$ cat config.mk
export PLATFORM = sky130hd
export DESIGN_NAME = sram_bridge
export DESIGN_NICKNAME = d
export VERILOG_FILES = /design/src/rtl/sbb_pkg.sv /design/src/rtl/sbb_tsel.sv /design/src/rtl/sbb_lane.sv /design/src/rtl/sbb_seq.sv /design/src/rtl/sram_bridge.sv
export SDC_FILE = /design/constraint.sdc
export NUM_CORES = 1
export LEC_CHECK = 0
export ABC_AREA = 1
export BUFFER_PORTS_ARGS = -buffer_cell sky130_fd_sc_hd__buf_4
export CORE_MARGIN = 2
export CORE_UTILIZATION = 40
export DETAILED_ROUTE_END_ITERATION = 16
export PLACE_DENSITY = 0.63
export SLEW_MARGIN = 5
export SYNTH_ARGS = -nofsm -noshare
export SYNTH_HDL_FRONTEND = slang
export SYNTH_SLANG_ARGS = --single-unit
$ cat constraint.sdc
create_clock -name clk -period 5.8 [get_ports clk]
set_input_delay 0.29 -clock clk [delete_from_list [all_inputs] [get_ports clk]]
set_output_delay 0.29 -clock clk [all_outputs]
set_load 0.1 [all_outputs]
$ cat src/rtl/sbb_pkg.sv
package sbb_pkg;

  typedef enum logic [1:0] {
    SZ_BYTE = 2'd0,
    SZ_HALF = 2'd1,
    SZ_WORD = 2'd2
  } xfer_size_e;

  typedef enum logic [2:0] {
    PH_IDLE,
    PH_SETUP,
    PH_DATA,
    PH_WREL,
    PH_GAP
  } phase_e;

endpackage

$ cat src/rtl/sbb_tsel.sv
module sbb_tsel #(
  parameter int SETUP_W = 4,
  parameter int DATA_W  = 8,
  parameter int TURN_W  = 4
) (
  input  logic               is_wr,
  input  logic [SETUP_W-1:0] rd_setup,
  input  logic [DATA_W-1:0]  rd_data,
  input  logic [TURN_W-1:0]  rd_turn,
  input  logic [SETUP_W-1:0] wr_setup,
  input  logic [DATA_W-1:0]  wr_data,
  input  logic [TURN_W-1:0]  wr_turn,
  output logic [SETUP_W-1:0] eff_setup,
  output logic [DATA_W-1:0]  eff_data,
  output logic [TURN_W-1:0]  eff_turn
);

  logic [SETUP_W-1:0] raw_setup;
  logic [DATA_W-1:0]  raw_data;

  always_comb begin
    raw_setup = is_wr ? wr_setup : rd_setup;
    raw_data  = is_wr ? wr_data  : rd_data;
    eff_turn  = is_wr ? wr_turn  : rd_turn;
    // zero counts are promoted to one so every phase lasts at least a clock
    eff_setup = (raw_setup == '0) ? SETUP_W'(1) : raw_setup;
    eff_data  = (raw_data == '0)  ? DATA_W'(1)  : raw_data;
  end

endmodule

$ cat src/rtl/sbb_lane.sv
module sbb_lane
  import sbb_pkg::*;
#(
  parameter int ADDR_W = 20
) (
  input  xfer_size_e        size,
  input  logic              is_wr,
  input  logic [ADDR_W-1:0] addr,
  input  logic [31:0]       wdata,
  input  logic              hi,
  input  logic [15:0]       rd_lo,
  input  logic [15:0]       rd_now,
  output logic [ADDR_W-2:0] hw_addr,
  output logic [1:0]        be_n,
  output logic [15:0]       wdq,
  output logic [31:0]       rdata
);

  localparam int HW = ADDR_W - 1;

  logic narrow_wr;
  assign narrow_wr = is_wr && (size == SZ_BYTE);
  assign hw_addr   = addr[ADDR_W-1:1] + HW'(hi);

  // lane g is disabled only for a byte write aimed at the other lane
  for (genvar g = 0; g < 2; g++) begin : g_lane
    assign be_n[g] = narrow_wr && (addr[0] != 1'(g));
  end

  always_comb begin
    case (size)
      SZ_BYTE: wdq = {wdata[7:0], wdata[7:0]};
      SZ_WORD: wdq = hi ? wdata[31:16] : wdata[15:0];
      default: wdq = wdata[15:0];
    endcase
    case (size)
      SZ_BYTE: rdata = {24'd0, addr[0] ? rd_now[15:8] : rd_now[7:0]};
      SZ_WORD: rdata = {rd_now, rd_lo};
      default: rdata = {16'd0, rd_now};
    endcase
  end

endmodule

$ cat src/rtl/sbb_seq.sv
module sbb_seq
  import sbb_pkg::*;
#(
  parameter int SETUP_W = 4,
  parameter int DATA_W  = 8,
  parameter int TURN_W  = 4
) (
  input  logic               clk,
  input  logic               rst,
  input  logic               req_valid,
  input  logic               is_wr,
  input  logic               split,
  input  logic [SETUP_W-1:0] setup_c,
  input  logic [DATA_W-1:0]  data_c,
  input  logic [TURN_W-1:0]  turn_c,
  output logic               in_idle,
  output logic               accept,
  output phase_e             ph_n,
  output logic               hi_n,
  output logic               cap,
  output logic               fin,
  output logic               ready
);

  localparam int CW_A = (SETUP_W > TURN_W) ? SETUP_W : TURN_W;
  localparam int CW   = (DATA_W > CW_A) ? DATA_W : CW_A;

  phase_e        ph;
  logic [CW-1:0] cnt, cnt_n;
  logic          hi;
  logic          cnt_z, last, acc_end;

  assign in_idle = (ph == PH_IDLE);

  always_comb begin
    ph_n    = ph;
    cnt_n   = cnt;
    hi_n    = hi;
    cap     = 1'b0;
    fin     = 1'b0;
    acc_end = 1'b0;
    cnt_z   = (cnt == '0);
    last    = !split || hi;
    accept  = (ph == PH_IDLE) && req_valid && !ready;
    case (ph)
      PH_IDLE: if (accept) begin
        ph_n  = PH_SETUP;
        cnt_n = CW'(setup_c) - CW'(1);
        hi_n  = 1'b0;
      end
      PH_SETUP: if (cnt_z) begin
        ph_n  = PH_DATA;
        cnt_n = CW'(data_c) - CW'(1);
      end else begin
        cnt_n = cnt - CW'(1);
      end
      PH_DATA: if (!cnt_z) begin
        cnt_n = cnt - CW'(1);
      end else if (is_wr) begin
        ph_n = PH_WREL;
      end else begin
        cap     = 1'b1;
        acc_end = 1'b1;
      end
      PH_WREL: acc_end = 1'b1;
      PH_GAP: if (!cnt_z) begin
        cnt_n = cnt - CW'(1);
      end else if (!last) begin
        ph_n  = PH_SETUP;
        hi_n  = 1'b1;
        cnt_n = CW'(setup_c) - CW'(1);
      end else begin
        ph_n = PH_IDLE;
      end
      default: ph_n = PH_IDLE;
    endcase
    if (acc_end) begin
      fin = last;
      if (turn_c != '0) begin
        ph_n  = PH_GAP;
        cnt_n = CW'(turn_c) - CW'(1);
      end else if (!last) begin
        ph_n  = PH_SETUP;
        hi_n  = 1'b1;
        cnt_n = CW'(setup_c) - CW'(1);
      end else begin
        ph_n = PH_IDLE;
      end
    end
  end

  always_ff @(posedge clk) begin
    if (rst) begin
      ph    <= PH_IDLE;
      cnt   <= '0;
      hi    <= 1'b0;
      ready <= 1'b0;
    end else begin
      ph    <= ph_n;
      cnt   <= cnt_n;
      hi    <= hi_n;
      ready <= fin;
    end
  end

endmodule

$ cat src/rtl/sram_bridge.sv
module sram_bridge
  import sbb_pkg::*;
#(
  parameter int ADDR_W  = 20,
  parameter int SETUP_W = 4,
  parameter int DATA_W  = 8,
  parameter int TURN_W  = 4
) (
  input  logic               clk,
  input  logic               rst,
  input  logic               req_valid,
  input  logic               req_write,
  input  logic [1:0]         req_size,
  input  logic [ADDR_W-1:0]  req_addr,
  input  logic [31:0]        req_wdata,
  output logic               req_ready,
  output logic [31:0]        rsp_rdata,
  input  logic [SETUP_W-1:0] rd_setup,
  input  logic [DATA_W-1:0]  rd_data,
  input  logic [TURN_W-1:0]  rd_turn,
  input  logic [SETUP_W-1:0] wr_setup,
  input  logic [DATA_W-1:0]  wr_data,
  input  logic [TURN_W-1:0]  wr_turn,
  output logic [ADDR_W-2:0]  mem_addr,
  output logic               mem_cs_n,
  output logic               mem_oe_n,
  output logic               mem_we_n,
  output logic [1:0]         mem_be_n,
  output logic [15:0]        mem_dq_out,
  output logic               mem_dq_oe,
  input  logic [15:0]        mem_dq_in
);

  // request captured at acceptance
  logic              lat_wr;
  xfer_size_e        lat_size;
  logic [ADDR_W-1:0] lat_addr;
  logic [31:0]       lat_wdata;

  logic              cur_wr;
  xfer_size_e        cur_size;
  logic [ADDR_W-1:0] cur_addr;
  logic [31:0]       cur_wdata;

  logic               in_idle, accept, hi_n, cap, fin, act_n;
  phase_e             ph_n;
  logic [SETUP_W-1:0] t_setup;
  logic [DATA_W-1:0]  t_data;
  logic [TURN_W-1:0]  t_turn;
  logic [ADDR_W-2:0]  ln_addr;
  logic [1:0]         ln_be_n;
  logic [15:0]        ln_dq, rd_lo;
  logic [31:0]        ln_rdata;

  always_comb begin
    cur_wr    = in_idle ? req_write : lat_wr;
    cur_size  = in_idle ? xfer_size_e'(req_size) : lat_size;
    cur_addr  = in_idle ? req_addr : lat_addr;
    cur_wdata = in_idle ? req_wdata : lat_wdata;
    act_n     = (ph_n == PH_SETUP) || (ph_n == PH_DATA) || (ph_n == PH_WREL);
  end

  sbb_tsel #(.SETUP_W(SETUP_W), .DATA_W(DATA_W), .TURN_W(TURN_W)) u_tsel (
    .is_wr(cur_wr), .rd_setup(rd_setup), .rd_data(rd_data), .rd_turn(rd_turn),
    .wr_setup(wr_setup), .wr_data(wr_data), .wr_turn(wr_turn),
    .eff_setup(t_setup), .eff_data(t_data), .eff_turn(t_turn)
  );

  sbb_seq #(.SETUP_W(SETUP_W), .DATA_W(DATA_W), .TURN_W(TURN_W)) u_seq (
    .clk(clk), .rst(rst), .req_valid(req_valid), .is_wr(cur_wr),
    .split(cur_size == SZ_WORD), .setup_c(t_setup), .data_c(t_data),
    .turn_c(t_turn), .in_idle(in_idle), .accept(accept), .ph_n(ph_n),
    .hi_n(hi_n), .cap(cap), .fin(fin), .ready(req_ready)
  );

  sbb_lane #(.ADDR_W(ADDR_W)) u_lane (
    .size(cur_size), .is_wr(cur_wr), .addr(cur_addr), .wdata(cur_wdata),
    .hi(hi_n), .rd_lo(rd_lo), .rd_now(mem_dq_in), .hw_addr(ln_addr),
    .be_n(ln_be_n), .wdq(ln_dq), .rdata(ln_rdata)
  );

  always_ff @(posedge clk) begin
    if (rst) begin
      mem_cs_n   <= 1'b1;
      mem_oe_n   <= 1'b1;
      mem_we_n   <= 1'b1;
      mem_be_n   <= 2'b11;
      mem_dq_oe  <= 1'b0;
      mem_addr   <= '0;
      mem_dq_out <= '0;
      lat_wr     <= 1'b0;
      lat_size   <= SZ_BYTE;
      lat_addr   <= '0;
      lat_wdata  <= '0;
      rd_lo      <= '0;
      rsp_rdata  <= '0;
    end else begin
      mem_cs_n  <= !act_n;
      mem_oe_n  <= !((ph_n == PH_DATA) && !cur_wr);
      mem_we_n  <= !((ph_n == PH_DATA) && cur_wr);
      mem_be_n  <= act_n ? ln_be_n : 2'b11;
      mem_dq_oe <= act_n && cur_wr;
      if (act_n) begin
        mem_addr   <= ln_addr;
        mem_dq_out <= ln_dq;
      end
      if (accept) begin
        lat_wr    <= req_write;
        lat_size  <= xfer_size_e'(req_size);
        lat_addr  <= req_addr;
        lat_wdata <= req_wdata;
      end
      if (cap) begin
        if (fin) rsp_rdata <= ln_rdata;
        else     rd_lo     <= mem_dq_in;
      end
    end
  end

endmodule

; ---- Word level (Yosys, flattened, before mapping)
; Index checks and enable logic that the tools add are counted.
[op_classes]
add_sub_neg = 5
eq_ne = 8
n_mux = 43
bitwise = 3
n_reduce_logical = 26
[ops]
columns = op, count
row1 = 8-bit 2-to-1 mux, 11
row2 = 32-bit case mux with 2 select lines, 1
row3 = 32-bit 2-to-1 mux, 1
row4 = 16-bit case mux with 2 select lines, 1
row5 = 8-bit case mux with 4 select lines, 1
row6 = 3-bit 2-to-1 mux, 7
row7 = 20-bit 2-to-1 mux, 1
row8 = 19-bit by 1-bit adder with 19-bit output, 1
row9 = 8-bit logical NOT, 2
row10 = 16-bit 2-to-1 mux, 1
row11 = 8-bit by 1-bit subtractor with 8-bit output (second input constant), 2
row12 = 3-bit case mux with 5 select lines, 1
row13 = 3-bit by 2-bit equality test with 1-bit output (second input constant), 4
row14 = 1-bit 2-to-1 mux, 12
row15 = 4-bit 2-to-1 mux, 3
row16 = 4-bit by 1-bit subtractor with 5-bit output (second input constant), 2
row17 = 1-bit logical AND, 8
row18 = 3-bit by 1-bit equality test with 1-bit output (second input constant), 2
row19 = 1-bit logical NOT, 6
row20 = 4-bit logical NOT, 1
row21 = 1-bit case mux with 2 select lines, 2
row22 = 2-bit AND reduction, 2
row23 = 4-bit nonzero test, 1
row24 = 3-bit equality test (second input constant), 1
row25 = other kinds (7), 11
[word_totals]
reg_bits = 157
in_bits = 106
out_inout_bits = 74
elab_cells = 102

; ---- Longest topological paths before layout
[depth]
ltp_word = 14
mapped_depth = 26
mapped_depth_nobuf = 24

; ---- Hierarchy
; Synthesis repeated with hierarchy kept, for this count alone.
[unflattened]
cells_unflattened = 1334
hier_area_um2 = 8883.5
[by_module_without_submodules]
columns = module, instances, cells_per_inst, area_each_um2, seq_area_each_um2
row1 = sram_bridge, 1, 754, 5790.6, 2882.8
row2 = sbb_seq, 1, 270, 1526.5, 260.2
row3 = sbb_lane, 1, 234, 1191.1, 0.0
row4 = sbb_tsel, 1, 76, 375.4, 0.0

; ---- Worst setup path before layout
; No wires, ideal clock.
[synth_timing]
kind = flip-flop to flip-flop
startpoint = reg u_seq.ph[0]
endpoint = reg mem_addr[18]
setup_time_ps = 115
arrival_time_ps = 3530
required_time_ps = 5685
slack_ps = 2154
stages_incl_launch_ff = 27
path_buffers = 2
synth_period_minus_slack_ps = 3646
path_cell_list = dfxtp_1 > nor2_4 > nand2_4 > nand2_4 > nand2_2 > buf_2 > or2_2 > o21ai_0 > ha_1 > inv_1 > nor2_2 > nand2_4 > nor2_4 > nand2_2 > nand2_4 > buf_4 > ha_1 > ha_1 > nor3b_2 > nand2_1 > nor2_2 > nand2_2 > nor3_2 > nand2_1 > xor2_1 > nand2_1 > nand2_1
[synth_via]
elab_chain_len = 12
word_cells_on_any_way = 40
classes_between = add/sub (1) / eq/ne (8) / mux (23) / reduce/logical (8)
[synth_lines]
columns = item, line_no
row1 = start: declaration, sbb_seq.sv:28  ; phase_e ph;
row2 = start signal: assignment, sbb_seq.sv:99  ; ph <= ph_n;
row3 = 3-bit logical NOT, "sbb_seq.sv:33, sbb_seq.sv:44, sbb_seq.sv:45"
row4 = 2-bit 2-to-1 mux, sram_bridge.sv:57  ; cur_size = in_idle ? xfer_size_e'(req_size) : lat_size;
row5 = 2-bit equality test, sram_bridge.sv:71  ; .split(cur_size == SZ_WORD), .setup_c(t_setup), .data_c(t_data),
row6 = 1-bit logical NOT, sbb_seq.sv:43  ; last = !split || hi;
row7 = 1-bit logical OR, sbb_seq.sv:43
row8 = 1-bit 2-to-1 mux, sbb_seq.sv:68  ; end else if (!last) begin
row9 = 1-bit 2-to-1 mux, sbb_seq.sv:66  ; PH_GAP: if (!cnt_z) begin
row10 = 1-bit case mux with 2 select lines, sbb_seq.sv:45  ; case (ph)
row11 = 1-bit 2-to-1 mux, sbb_seq.sv:82  ; end else if (!last) begin
row12 = 1-bit 2-to-1 mux, sbb_seq.sv:79  ; if (turn_c != '0) begin
row13 = 1-bit 2-to-1 mux (*), sbb_seq.sv:77  ; if (acc_end) begin
row14 = named net hi_n, sram_bridge.sv:45  ; logic in_idle, accept, hi_n, cap, fin, act_n;
row15 = 19-bit by 1-bit adder with 19-bit output (*), sbb_lane.sv:23  ; assign hw_addr = addr[ADDR_W-1:1] + HW'(hi);
row16 = end signal: assignment, sram_bridge.sv:104  ; mem_addr <= ln_addr;
row17 = end: declaration, sram_bridge.sv:24  ; output logic [ADDR_W-2:0] mem_addr,
; Mark *: on every way through the listed nets, which the timed path passes. The rest lies on a longest branch.
; A chain may end at the register's enable or synchronous reset.

; ---- Final worst setup path
[layout_timing]
startpoint = reg u_seq.ph[2]
endpoint = reg mem_addr[18]
[layout_via]
elab_chain_len = 12
word_cells_on_any_way = 40
classes_between = add/sub (1) / eq/ne (8) / mux (23) / reduce/logical (8)
[layout_lines]
columns = item, line_no
row1 = 3-bit logical NOT, "sbb_seq.sv:33, sbb_seq.sv:44, sbb_seq.sv:45"
row2 = 2-bit 2-to-1 mux, sram_bridge.sv:57
row3 = 2-bit equality test, sram_bridge.sv:71
row4 = 1-bit logical NOT, sbb_seq.sv:43
row5 = 1-bit logical OR, sbb_seq.sv:43
row6 = 1-bit 2-to-1 mux (on tied branches), "sbb_seq.sv:68, sbb_seq.sv:82"
row7 = 1-bit 2-to-1 mux or 3-bit 2-to-1 mux (tied branches), sbb_seq.sv:66
row8 = 1-bit case mux with 2 select lines or 3-bit case mux with 5 select lines (tied branches), sbb_seq.sv:45
row9 = 1-bit 2-to-1 mux or 3-bit 2-to-1 mux (tied branches), "sbb_seq.sv:82, sbb_seq.sv:77"
row10 = 1-bit 2-to-1 mux (tied with other cells), sbb_seq.sv:79
row11 = 1-bit 2-to-1 mux or 1-bit logical OR (tied branches), "sbb_seq.sv:77, sram_bridge.sv:60"
row12 = 19-bit by 1-bit adder with 19-bit output or 1-bit logical OR (tied branches), "sbb_lane.sv:23, sram_bridge.sv:60"
; Parallel ways exist; a longest one is shown, timed or not.

==> reports/results.ini <==
[setup_path]
worstPathArrival_ns = 4.76
crit_fanout = 49
path_class = reg -> reg
cp-end-kind = flip-flop
required_ns = 6.12
startpoint_type = flip-flop

[yosys]
synthDistinctLibCells = 49
synthTopCellsByArea = dfxtp_1 38%, nand2_1 9.5%, o21ai_0 9.1%
seq_area_frac_synth_pct = 38.3
synthXorXnorAreaFrac_pct = 2.35
muxShareOfSynthArea_pct = 0.732
synth_top_family_by_area = simple AND/OR/NAND/NOR gates
synth_cells = 1183
synth_top_area_share_pct = 38.3
synth_fa_ha_area_share_pct = 0.915
ys_ff_latch = 157
yosys.area_share.simple_pct = 26.0
synth_nets = 1295
yosysWarnings = 0
yosysTopAreaCell = dfxtp_1
synthesis.area_sq_um = 8210
syn_avg_cell_area_sq_um = 6.94
synth_compound_area_share_pct = 22.1

[sta]
min_period_over_period_pct = 76.6
fin_tns_setup_ns = 0
finalClockSkew_ns = 0.0148
hold_viol_final = 0
rsz0062_at_grt = no
fmax_mhz = 225
slew_headroom_pct = 23.7
drv_slew = 0
setup_viol = 0
worstMarginPinSlew_ns = 1.14
fin_crit_ns = 4.44

[place]
numPortBuffers = 179
gp_congestion = 0.920
dp.cells = 1574
dp_hpwl_um = 17000

[detailed_routing]
wl_per_cell_um = 15.3
routed_via_density = 5.07
first_pass_iters = 5
routed_wl_um = 24500
num_vias = 8148
ant_nets = 0
drtIter0Drc = 482
drcViolationCount = 0

[floorplanning]
start_util_pct = 40.7
core_area_sq_um = 20200
die_w_um = 147
ios = 180
die_area_sq_um = 21700
rows = 52
die_h_um = 147

[clock_tree]
insertion_delay_ns = 0.43
postCtsHoldBufs = 0
cts_sinks = 157
clockBufferDepth = 2
cts_buffers = 17
ctsResizeCount = 0
htreeDepth = 4
cts_setup_buffers = 0
cts.clk_slew.worst_paths_ns = 0.07
cts_tree = done
cts_root_buf = clkbuf_16

[status]
status = complete, no violations

[final_layout]
layout.cells.non_filler = 1606
diodes = 0
area_growth_pct = 24.2
final_net_count = 1435
drive_gt1_share_pct = 20.3

[power]
powerDensity_nw_per_um2 = 546
peakVddDrop_uv = 307
seq_power_share_pct = 25.7
pwr-share-clk_pct = 20.2
power_frac_comb_pct = 54.1
p_int_mw = 2.72
switching_share_pct = 51.1
p_leak_nw = 4.66
power.switching_mw = 2.84

[grt]
grt_pass1_wl_um = 39600
grt_pass1_vias = 7609
antenna_found_initial = 0
grtUsageTotal_pct = 22.7
grt_max_degree = 93
grt_overflow_total = 0

[job]
maxCapViolCount = 0

[min_path]
hold_path_class = in -> reg

==> cell families after synthesis <==
kind of cell | count (synthesis)
DFF | 157
adders and majority gates | 6
AOI/OAI and AO/OA | 326
xor gates and xnor gates | 22
muxes | 6
and+or+nand+nor | 478
buffers and inverters | 188
==> layout make-up <==
| type | count | area [sq um] |
|---|---|---|
| clock buffers | 18 | 439 |
| clock inverters | 14 | 146 |
| fillers | 2056 | 9980 |
| inverters | 126 | 478 |
| multi-input cells | 838 | 4280 |
| flip-flops and latches | 157 | 3140 |
| well taps | 270 | 338 |
| repair buffers | 183 | 1370 |
==> state kept, by name, summed over array words and instances (netlist names) <==
name,cells
lat_addr,20
lat_size,2
lat_wdata,32
lat_wr,1
mem_addr,19
mem_be_n,2
mem_cs_n,1
mem_dq_oe,1
mem_dq_out,16
mem_oe_n,1
mem_we_n,1
rd_lo,16
rsp_rdata,32
u_seq.cnt,8
u_seq.hi,1
u_seq.ph,3
u_seq.ready,1
==> cells in the mapped netlist, drive strengths merged <==
| master | n |
|---|---|
| dfxtp | 157 |
| a41oi | 1 |
| nand4 | 8 |
| mux2i | 6 |
| o21bai | 2 |
| clkinv | 1 |
| buf | 21 |
| or2 | 6 |
| a31oi | 2 |
| o31ai | 3 |
| a22oi | 1 |
| nor3 | 23 |
| nand3b | 7 |
| a21oi | 91 |
| a22o | 17 |
| xor2 | 14 |
| o211ai | 10 |
| a221oi | 8 |
| nor3b | 1 |
| o21ai | 181 |
| inv | 125 |
| a32oi | 1 |
| and3 | 1 |
| clkbuf | 41 |
| a21boi | 1 |
| nand3 | 43 |
| nor2 | 167 |
| o21a | 1 |
| nand2 | 222 |
| xnor2 | 8 |
| ha | 6 |
| o22ai | 7 |
==> layout by cell type (no fill, tap or decap), drive strengths merged <==
master,n
o21ai,181
xor2,14
a221oi,8
a22o,17
a31oi,2
o22ai,7
nand4,8
mux2i,6
bufinv,1
nor3b,1
nand2,222
clkbuf,18
inv,133
a22oi,1
o21a,1
and3,1
or2,6
clkinv,4
a21oi,91
nand3b,7
nor3,23
xnor2,8
o211ai,10
nor2,167
clkinvlp,2
buf,183
a41oi,1
dfxtp,157
a21boi,1
ha,6
a32oi,1
o21bai,2
o31ai,3
nand3,43
==> power groups by stage <==
stage	Sequential, mW	Combinational (mW)	Clock (mW)
floorplan	2.13	1.70	0
global placement	1.45	2.98	0
detailed placement	1.45	3.00	0
CTS	1.43	3.01	1.15
global route	1.46	3.31	1.19
finish	1.43	3.01	1.12
==> per-stage QoR <==
stage	util, %	instance area, sq um	worst slack (ns)	hold WS (ns)	power, mW
finish	50.5	10200	1.36	0.0924	5.56
global route	50.5	10200	0.957	0.0838	5.97
CTS	50.5	10200	1.40	0.0840	5.59
detailed placement	47.6	9610	1.42	0.443	4.45
global placement	47.6	9610	1.52	0.439	4.43
floorplan	-	8210	2.15	0.425	3.83
==> metal layers <==
metal,part of all wire (%),track usage [%]
met1,45,30.7
met4,2.0,6.83
met3,7.4,5.40
met2,45,36.1
met5,0,0
==> critical path, stage by stage (launching register included) <==
cell and delay (ns):
dfxtp_1 0.40, inv_2 0.10, nand2_4 0.34, buf_4 0.51
nand2_2 0.08, nand2_2 0.12, nand2_4 0.14, inv_2 0.54
a32oi_2 0.24, nand2_4 0.23, ha_1 0.21, ha_1 0.18
nor3b_2 0.22, nand2_1 0.16, nor2_2 0.18, nand2_2 0.10
nor3_2 0.21, nand2_1 0.10, xor2_1 0.15, nand2_1 0.06
nand2_1 0.05
==> worst paths after layout <==
check / startpoint / end / slack [ns] / depth (start not counted)
hold / removal: req_wdata[20] / lat_wdata[20]$_SDFFE_PP0P_ / 0.09 / 3
setup / recovery: u_seq.ph[2]$_SDFF_PP0_ / mem_addr[18]$_SDFFE_PP0N_ / 1.36 / 20
setup reg to reg: u_seq.ph[2]$_SDFF_PP0_ / mem_addr[18]$_SDFFE_PP0N_ / 1.36 / 20
hold reg to reg: mem_dq_out[5]$_SDFFE_PP0N_ / mem_dq_out[5]$_SDFFE_PP0N_ / 0.45 / 2
No activity file was read; power rests on OpenSTA's default activity.
